**src/rtl/ovl_pkg.sv**
```systemverilog
package ovl_pkg;
  localparam int OVL_OFS_W = 12;

  localparam int ADR_CTRL  = 0;
  localparam int ADR_STAT  = 1;
  localparam int ADR_LX    = 2;
  localparam int ADR_LY    = 3;
  localparam int ADR_LMODE = 4;

  typedef enum logic [1:0] {
    MODE_OFF  = 2'd0,
    MODE_SHOW = 2'd1,
    MODE_SINK = 2'd2
  } layer_mode_e;

  typedef struct packed {
    logic [OVL_OFS_W-1:0] x;
    logic [OVL_OFS_W-1:0] y;
    layer_mode_e          mode;
  } layer_cfg_t;
endpackage

```
**src/rtl/ovl_regs.sv**
```systemverilog
module ovl_regs
  import ovl_pkg::*;
#(
  parameter int AW = 3,
  parameter int DW = 32
) (
  input  logic          clk,
  input  logic          rst_n,
  input  logic          cs,
  input  logic          wr,
  input  logic [AW-1:0] addr,
  input  logic [DW-1:0] wdata,
  input  logic          running,
  output logic [DW-1:0] rdata,
  output logic          go,
  output layer_cfg_t    cfg
);
  logic       go_n;
  layer_cfg_t cfg_n;
  logic       wr_en;

  assign wr_en = cs & wr;

  always_comb begin
    go_n  = go;
    cfg_n = cfg;
    if (wr_en) begin
      case (int'(addr))
        ADR_CTRL:  go_n = wdata[0];
        ADR_LX:    cfg_n.x = wdata[OVL_OFS_W-1:0];
        ADR_LY:    cfg_n.y = wdata[OVL_OFS_W-1:0];
        ADR_LMODE: cfg_n.mode = (wdata[1:0] == 2'd3) ? MODE_OFF : layer_mode_e'(wdata[1:0]);
        default: ;
      endcase
    end
  end

  always_ff @(posedge clk or negedge rst_n) begin
    if (!rst_n) begin
      go  <= 1'b0;
      cfg <= '{x: '0, y: '0, mode: MODE_OFF};
    end else if (wr_en) begin
      go  <= go_n;
      cfg <= cfg_n;
    end
  end

  always_comb begin
    rdata = '0;
    if (cs) begin
      case (int'(addr))
        ADR_CTRL:  rdata[0] = go;
        ADR_STAT:  rdata[0] = running;
        ADR_LX:    rdata[OVL_OFS_W-1:0] = cfg.x;
        ADR_LY:    rdata[OVL_OFS_W-1:0] = cfg.y;
        ADR_LMODE: rdata[1:0] = cfg.mode;
        default: ;
      endcase
    end
  end
endmodule

```
**src/rtl/ovl_fg_track.sv**
```systemverilog
module ovl_fg_track
  import ovl_pkg::*;
#(
  parameter int BG_W = 8,
  parameter int BG_H = 5,
  parameter int FG_W = 3,
  parameter int FG_H = 2,
  localparam int XW  = OVL_OFS_W + 1
) (
  input  logic          clk,
  input  logic          rst_n,
  input  logic          start,
  input  layer_mode_e   start_mode,
  input  layer_cfg_t    cfg,
  input  logic          fg_valid,
  input  logic [XW-1:0] bg_x,
  input  logic [XW-1:0] bg_y,
  input  logic          bg_take,
  output logic          fg_ready,
  output logic          fg_match,
  output logic          fg_pend
);
  localparam int FXW = (FG_W > 1) ? $clog2(FG_W) : 1;
  localparam int FYW = (FG_H > 1) ? $clog2(FG_H) : 1;

  logic [FXW-1:0] fx, fx_n;
  logic [FYW-1:0] fy, fy_n;
  logic           pend_n;
  logic [XW-1:0]  px, py;
  logic           off_frame;
  logic           acc;
  logic           last;

  assign px        = XW'(cfg.x) + XW'(fx);
  assign py        = XW'(cfg.y) + XW'(fy);
  assign off_frame = (px >= XW'(BG_W)) || (py >= XW'(BG_H));
  assign fg_match  = fg_pend && !off_frame && (px == bg_x) && (py == bg_y);
  assign fg_ready  = fg_pend && ((cfg.mode == MODE_SINK) ||
                     ((cfg.mode == MODE_SHOW) && (off_frame || (fg_match && bg_take))));
  assign acc       = fg_valid && fg_ready;
  assign last      = (fx == FXW'(FG_W - 1)) && (fy == FYW'(FG_H - 1));

  always_comb begin
    fx_n   = fx;
    fy_n   = fy;
    pend_n = fg_pend;
    if (start) begin
      fx_n   = '0;
      fy_n   = '0;
      pend_n = (start_mode != MODE_OFF);
    end else if (acc) begin
      if (last) begin
        pend_n = 1'b0;
        fx_n   = '0;
        fy_n   = '0;
      end else if (fx == FXW'(FG_W - 1)) begin
        fx_n = '0;
        fy_n = fy + 1'b1;
      end else begin
        fx_n = fx + 1'b1;
      end
    end
  end

  always_ff @(posedge clk or negedge rst_n) begin
    if (!rst_n) begin
      fx      <= '0;
      fy      <= '0;
      fg_pend <= 1'b0;
    end else if (start || acc) begin
      fx      <= fx_n;
      fy      <= fy_n;
      fg_pend <= pend_n;
    end
  end
endmodule

```
**src/rtl/ovl_out_stage.sv**
```systemverilog
module ovl_out_stage #(
  parameter int DW = 8
) (
  input  logic          clk,
  input  logic          rst_n,
  input  logic          load,
  input  logic [DW-1:0] d,
  input  logic          d_sop,
  input  logic          d_eop,
  input  logic          o_ready,
  output logic          can_load,
  output logic          o_valid,
  output logic [DW-1:0] o_data,
  output logic          o_sop,
  output logic          o_eop
);
  logic vld_n;
  logic upd;

  assign can_load = !o_valid || o_ready;
  assign upd      = load || (o_valid && o_ready);
  assign vld_n    = load;

  always_ff @(posedge clk or negedge rst_n) begin
    if (!rst_n) begin
      o_valid <= 1'b0;
      o_data  <= '0;
      o_sop   <= 1'b0;
      o_eop   <= 1'b0;
    end else if (upd) begin
      o_valid <= vld_n;
      if (load) begin
        o_data <= d;
        o_sop  <= d_sop;
        o_eop  <= d_eop;
      end
    end
  end
endmodule

```
**src/rtl/ovl_mixer.sv**
```systemverilog
module ovl_mixer
  import ovl_pkg::*;
#(
  parameter int PIX_W  = 8,
  parameter int BG_W   = 8,
  parameter int BG_H   = 5,
  parameter int FG_W   = 3,
  parameter int FG_H   = 2,
  parameter int REG_AW = 3,
  parameter int REG_DW = 32
) (
  input  logic              clk,
  input  logic              rst_n,
  input  logic              reg_cs,
  input  logic              reg_wr,
  input  logic [REG_AW-1:0] reg_addr,
  input  logic [REG_DW-1:0] reg_wdata,
  output logic [REG_DW-1:0] reg_rdata,
  input  logic [PIX_W-1:0]  bg_data,
  input  logic              bg_valid,
  input  logic              bg_sop,
  input  logic              bg_eop,
  output logic              bg_ready,
  input  logic [PIX_W-1:0]  fg_data,
  input  logic              fg_valid,
  input  logic              fg_sop,
  input  logic              fg_eop,
  output logic              fg_ready,
  output logic [PIX_W-1:0]  out_data,
  output logic              out_valid,
  output logic              out_sop,
  output logic              out_eop,
  input  logic              out_ready
);
  localparam int XW  = OVL_OFS_W + 1;
  localparam int BXW = (BG_W > 1) ? $clog2(BG_W) : 1;
  localparam int BYW = (BG_H > 1) ? $clog2(BG_H) : 1;

  logic           go;
  layer_cfg_t     cfg_reg, cfg_q;
  logic           run_q, run_n;
  logic [BXW-1:0] bx, bx_n;
  logic [BYW-1:0] by, by_n;
  logic           frame_start;
  logic           fg_pend, fg_match;
  logic           can_load;
  logic           in_rect, need_fg;
  logic           bg_acc, bg_take;
  logic           first_pix, last_pix;
  logic [XW-1:0]  bxe, bye;
  logic [1:0]     cur_mode;
  logic           fg_marks_unused;

  assign fg_marks_unused = fg_sop ^ fg_eop ^ bg_sop ^ bg_eop;
  assign cur_mode        = cfg_q.mode;

  ovl_regs #(.AW(REG_AW), .DW(REG_DW)) u_regs (
    .clk(clk), .rst_n(rst_n), .cs(reg_cs), .wr(reg_wr), .addr(reg_addr),
    .wdata(reg_wdata), .running(run_q), .rdata(reg_rdata), .go(go), .cfg(cfg_reg)
  );

  assign frame_start = !run_q && go && !fg_pend;

  assign bxe     = XW'(bx);
  assign bye     = XW'(by);
  assign in_rect = (bxe >= XW'(cfg_q.x)) && (bxe < XW'(cfg_q.x) + XW'(FG_W)) &&
                   (bye >= XW'(cfg_q.y)) && (bye < XW'(cfg_q.y) + XW'(FG_H));
  assign need_fg = (cfg_q.mode == MODE_SHOW) && in_rect;

  assign bg_ready  = run_q && can_load && (!need_fg || (fg_valid && fg_match));
  assign bg_acc    = bg_valid && bg_ready;
  assign bg_take   = bg_acc && need_fg;
  assign first_pix = (bx == '0) && (by == '0);
  assign last_pix  = (bx == BXW'(BG_W - 1)) && (by == BYW'(BG_H - 1));

  ovl_fg_track #(.BG_W(BG_W), .BG_H(BG_H), .FG_W(FG_W), .FG_H(FG_H)) u_fg (
    .clk(clk), .rst_n(rst_n), .start(frame_start), .start_mode(cfg_reg.mode),
    .cfg(cfg_q), .fg_valid(fg_valid), .bg_x(bxe), .bg_y(bye), .bg_take(bg_take),
    .fg_ready(fg_ready), .fg_match(fg_match), .fg_pend(fg_pend)
  );

  ovl_out_stage #(.DW(PIX_W)) u_out (
    .clk(clk), .rst_n(rst_n), .load(bg_acc),
    .d(need_fg ? fg_data : bg_data), .d_sop(first_pix), .d_eop(last_pix),
    .o_ready(out_ready), .can_load(can_load), .o_valid(out_valid),
    .o_data(out_data), .o_sop(out_sop), .o_eop(out_eop)
  );

  always_comb begin
    run_n = run_q;
    bx_n  = bx;
    by_n  = by;
    if (frame_start) begin
      run_n = 1'b1;
      bx_n  = '0;
      by_n  = '0;
    end else if (bg_acc) begin
      if (last_pix) begin
        run_n = 1'b0;
        bx_n  = '0;
        by_n  = '0;
      end else if (bx == BXW'(BG_W - 1)) begin
        bx_n = '0;
        by_n = by + 1'b1;
      end else begin
        bx_n = bx + 1'b1;
      end
    end
  end

  always_ff @(posedge clk or negedge rst_n) begin
    if (!rst_n) begin
      run_q <= 1'b0;
      bx    <= '0;
      by    <= '0;
    end else if (frame_start || bg_acc) begin
      run_q <= run_n;
      bx    <= bx_n;
      by    <= by_n;
    end
  end

  always_ff @(posedge clk or negedge rst_n) begin
    if (!rst_n) begin
      cfg_q <= '{x: '0, y: '0, mode: MODE_OFF};
    end else if (frame_start) begin
      cfg_q <= cfg_reg;
    end
  end
endmodule

```
**config.mk**
```make
export PLATFORM = sky130hd
export DESIGN_NAME = ovl_mixer
export DESIGN_NICKNAME = d
export VERILOG_FILES = /design/src/rtl/ovl_pkg.sv /design/src/rtl/ovl_regs.sv /design/src/rtl/ovl_fg_track.sv /design/src/rtl/ovl_out_stage.sv /design/src/rtl/ovl_mixer.sv
export SDC_FILE = /design/constraint.sdc
export NUM_CORES = 1
export LEC_CHECK = 0
export ABC_AREA = 1
export BUFFER_PORTS_ARGS = -buffer_cell sky130_fd_sc_hd__clkbuf_2
export CAP_MARGIN = 20
export CORE_MARGIN = 2
export CORE_UTILIZATION = 51
export CTS_CLUSTER_SIZE = 16
export DETAILED_ROUTE_END_ITERATION = 8
export PLACE_DENSITY = 0.77
export SLEW_MARGIN = 20
export SYNTH_ARGS = -nofsm -noshare
export SYNTH_HDL_FRONTEND = slang
export SYNTH_HIERARCHICAL = 1
export SYNTH_SLANG_ARGS = --single-unit
```
**constraint.sdc**
```tcl
create_clock -name clk -period 3.17 [get_ports clk]
set_input_delay 0.1585 -clock clk [delete_from_list [all_inputs] [get_ports clk]]
set_output_delay 0.1585 -clock clk [all_outputs]
set_load 0.01 [all_outputs]
```
==> flow_summary.yaml <==
run_status:
  status: "finished with violations"
  violations: "negative setup slack"
setup_path:
  r2r-end: "u_fg/fy"
  reg2reg_depth: 31
  arrival_ns: 3.63
  cp-end-kind: "output port"
  r2r_start: "cfg_q[14]"
  worst-path-max-fanout: 3
  worstSetupStartpointType: "register"
  worst-setup-path-type: "reg -> out"
  cp.required_ns: 3.01
  reg2reg_slack_ns: -0.44
cts:
  cts_sinks: 75
  cts_tree: "done"
  clk_latency_ns: 0.37
  numCtsBuffers: 9
  clkTransAtPathRegs_ns: 0.08
  clock_path_buffers: 2
  cts_max_level: 3
  cts-root-buf: "clkbuf_8"
placement:
  dpl.hpwl_mm: 10.8
  placed_cells: 1112
  place_ws_ns: -0.318
  port_buffers: 62
  place_area_mm2: 0.00645
  place.gp.congestion: 0.952
global_route:
  grt_max_degree: 76
  grt_use_total_pct: 25.0
  overflow: 0
  antenna_found_initial: 0
  grt_pass1_vias: 5072
  grt_pass1_wl_mm: 23.4
finish:
  post-route-util_pct: 63.5
  design_area_mm2: 0.00689
  area_growth_pct: 21.2
  diodes: 0
  drive_gt1_share_pct: 22.1
  finalNonFillerCells: 1148
  nNetsFinal: 1088
  largest_reg_flops: 26
floorplanning:
  rows: 38
  coreArea_mm2: 0.0108
  die_area_mm2: 0.0120
  die_x_um: 110
  die_y_um: 110
  io_pins: 107
  initial_utilization_pct: 52.4
timing:
  fin_crit_ns: 3.78
  hold_violations: 0
  worst_slew_pin_slew_ns: 0.967
  drv_slew: 0
  fmax_mhz: 264
  final.period_utilization_pct: 119
  rsz0062_at_grt: "true"
  finalSetupViolCount: 17
  fin_skew_ns: 0.0125
  fin_ws_ns: -0.614
  holdWs_ns: 0.0301
  max-slew-margin-rel_pct: 35.6
detailed_routing:
  wl_mm: 14.4
  avgRoutedWirePerCell_um: 12.5
  detail_route.vias_per_cell: 4.94
  drc: 0
  dr.pass1.iters: 6
  dr.first_iter.drc_count: 353
  detail-route-antenna-nets: 0
  num_vias: 5670
logic_synthesis:
  synth_top_area_cell: "dfrtp_1"
  synth_cell_types: 38
  synth_common_cells: "313 x nand2_1, 107 x inv_1, 78 x nand3_1, 75 x dfrtp_1, 59 x nor2_1"
  synth_edf_count: 0
  netlist.area_leader.share_pct: 33.0
  synthCells: 848
  syn_avg_cell_area_um2: 6.70
  synthArstFlopShare_pct: 100
  synth_flop_cell: "dfrtp_1"
  synthMostInstantiatedCell: "nand2_1"
  ys_ff_latch: 75
  yosysSeqAreaShare_pct: 33.0
  synthesis.area_mm2: 0.00568
  synthTopCellsByArea: "dfrtp_1 33%, nand2_1 21%, inv_1 7.1%"
  yosys_warnings: 6
worst_hold_path:
  hold_start: "reg_wdata[0]"
  whs_path_depth: 3
  holdPathEnd: "u_regs/cfg[0]"
  hold_path_class: "in -> reg"
power:
  powerDensity_mw_per_mm2: 370
  p_leak_nw: 3.71
  max-vdd-ir-drop_uv: 342
flow_run:
  maxCapViolations: 0
-- cells by family (layout without fill, tap and decap cells) --
family,Yosys count,after routing,share of synthesized area (%)
xor+xnor,6,6,1.19
compound gates,77,77,8.42
simple gates,515,515,39.8
other cells,2,55,0.132
buf+inv,150,257,12.2
flops,75,75,33.0
fa+ha+maj,23,23,5.20
-- cell usage in the layout (no fill, tap or decap), types with 8 or more instances in the layout --
cell type and count:
ha_1 21, inv_2 9, o21ai_2 24, inv_1 102, a21oi_1 14, nor2_1 54, nand2_1 308, nand3b_1 12
clkbuf_2 59, nand2_2 12, dfrtp_1 75, clkbuf_8 9, o21ai_0 26, nor3_1 8, nand3_1 75, nand4_1 13
conb_1 55, buf_4 63
-- critical path: stages, from the launching register on --
cell and delay, ns:
dfrtp_1 0.36, ha_2 0.19, inv_2 0.04, fa_2 0.39, inv_2 0.09, nand2_4 0.06
buf_6 0.14, o21ai_2 0.18, nand2_1 0.11, nor2_1 0.12, nand3_1 0.09, nor2_1 0.10
nand2_1 0.09, inv_2 0.07, nand4_1 0.09, nor3_2 0.21, nand2_1 0.09, nand3_2 0.10
nand3_2 0.09, inv_2 0.07, nand3_2 0.06, inv_2 0.06, nand3_2 0.07, nand2_2 0.09
nand2_2 0.06, a21oi_2 0.12, buf_2 0.13
-- worst max-delay path by stage --
stage	endpoint	startpoint	cells after the start	slack (ns)
2_1_floorplan	u_fg/fy	cfg_q[14]	27	0.005
3_3_place_gp	u_fg/fy	cfg_q[14]	30	-0.17
3_5_place_dp	u_fg/fy	cfg_q[14]	30	-0.32
4_1_cts	fg_ready	cfg_q[14]	28	-0.43
5_1_grt	fg_ready	cfg_q[14]	28	-0.88
6_report	fg_ready	cfg_q[14]	26	-0.61
-- area by class of cell --
type | instances | area [µm²]
repair inverters | 1 | 7.51
multi-input cells | 676 | 3400
well taps | 140 | 175
clock buffers | 9 | 124
fillers | 1022 | 3960
flip-flops and latches | 75 | 1880
clock inverters | 7 | 51.3
repair buffers | 127 | 817
inverters | 113 | 429
-- through the flow --
| stage | power [W] | setup TNS, ns |
|---|---|---|
| floorplan | 0.00165 | 0 |
| global placement | 0.00184 | -0.862 |
| detailed placement | 0.00186 | -2.74 |
| CTS | 0.00255 | -1.13 |
| global route | 0.00271 | -9.49 |
| finish | 0.00255 | -3.74 |
-- where the power goes --
| group | internal, W | total, W | switching, W |
|---|---|---|---|
| logic | 0.000265 | 0.000658 | 0.000393 |
| registers | 0.00107 | 0.00120 | 0.000130 |
| clock network | 0.000288 | 0.000685 | 0.000397 |
-- layer usage --
metal | routed length [µm] | part of all wire (%) | vias to the layer above | track usage, %
met5 | 0 | 0 | - | 0
met4 | 269 | 1.9 | 0 | 7.87
met3 | 908 | 6.3 | 25 | 4.21
met2 | 6480 | 45 | 201 | 40.2
met1 | 6710 | 47 | 2519 | 34.3
li1 | - | - | 2925 | -
-- repair_timing --
| item | in CTS | in global routing |
|---|---|---|
| gates cloned | 0 | 1 |
| pin swaps | 5 | 13 |
| hold buffers | 1 | 0 |
| gates resized for setup | 19 | 19 |
| setup endpoints to repair | 17 | 24 |
| endpoints found under the hold margin | 57 | 0 |
| setup buffers | 11 | 7 |
Note: power is estimated with default switching activity, not from simulation.
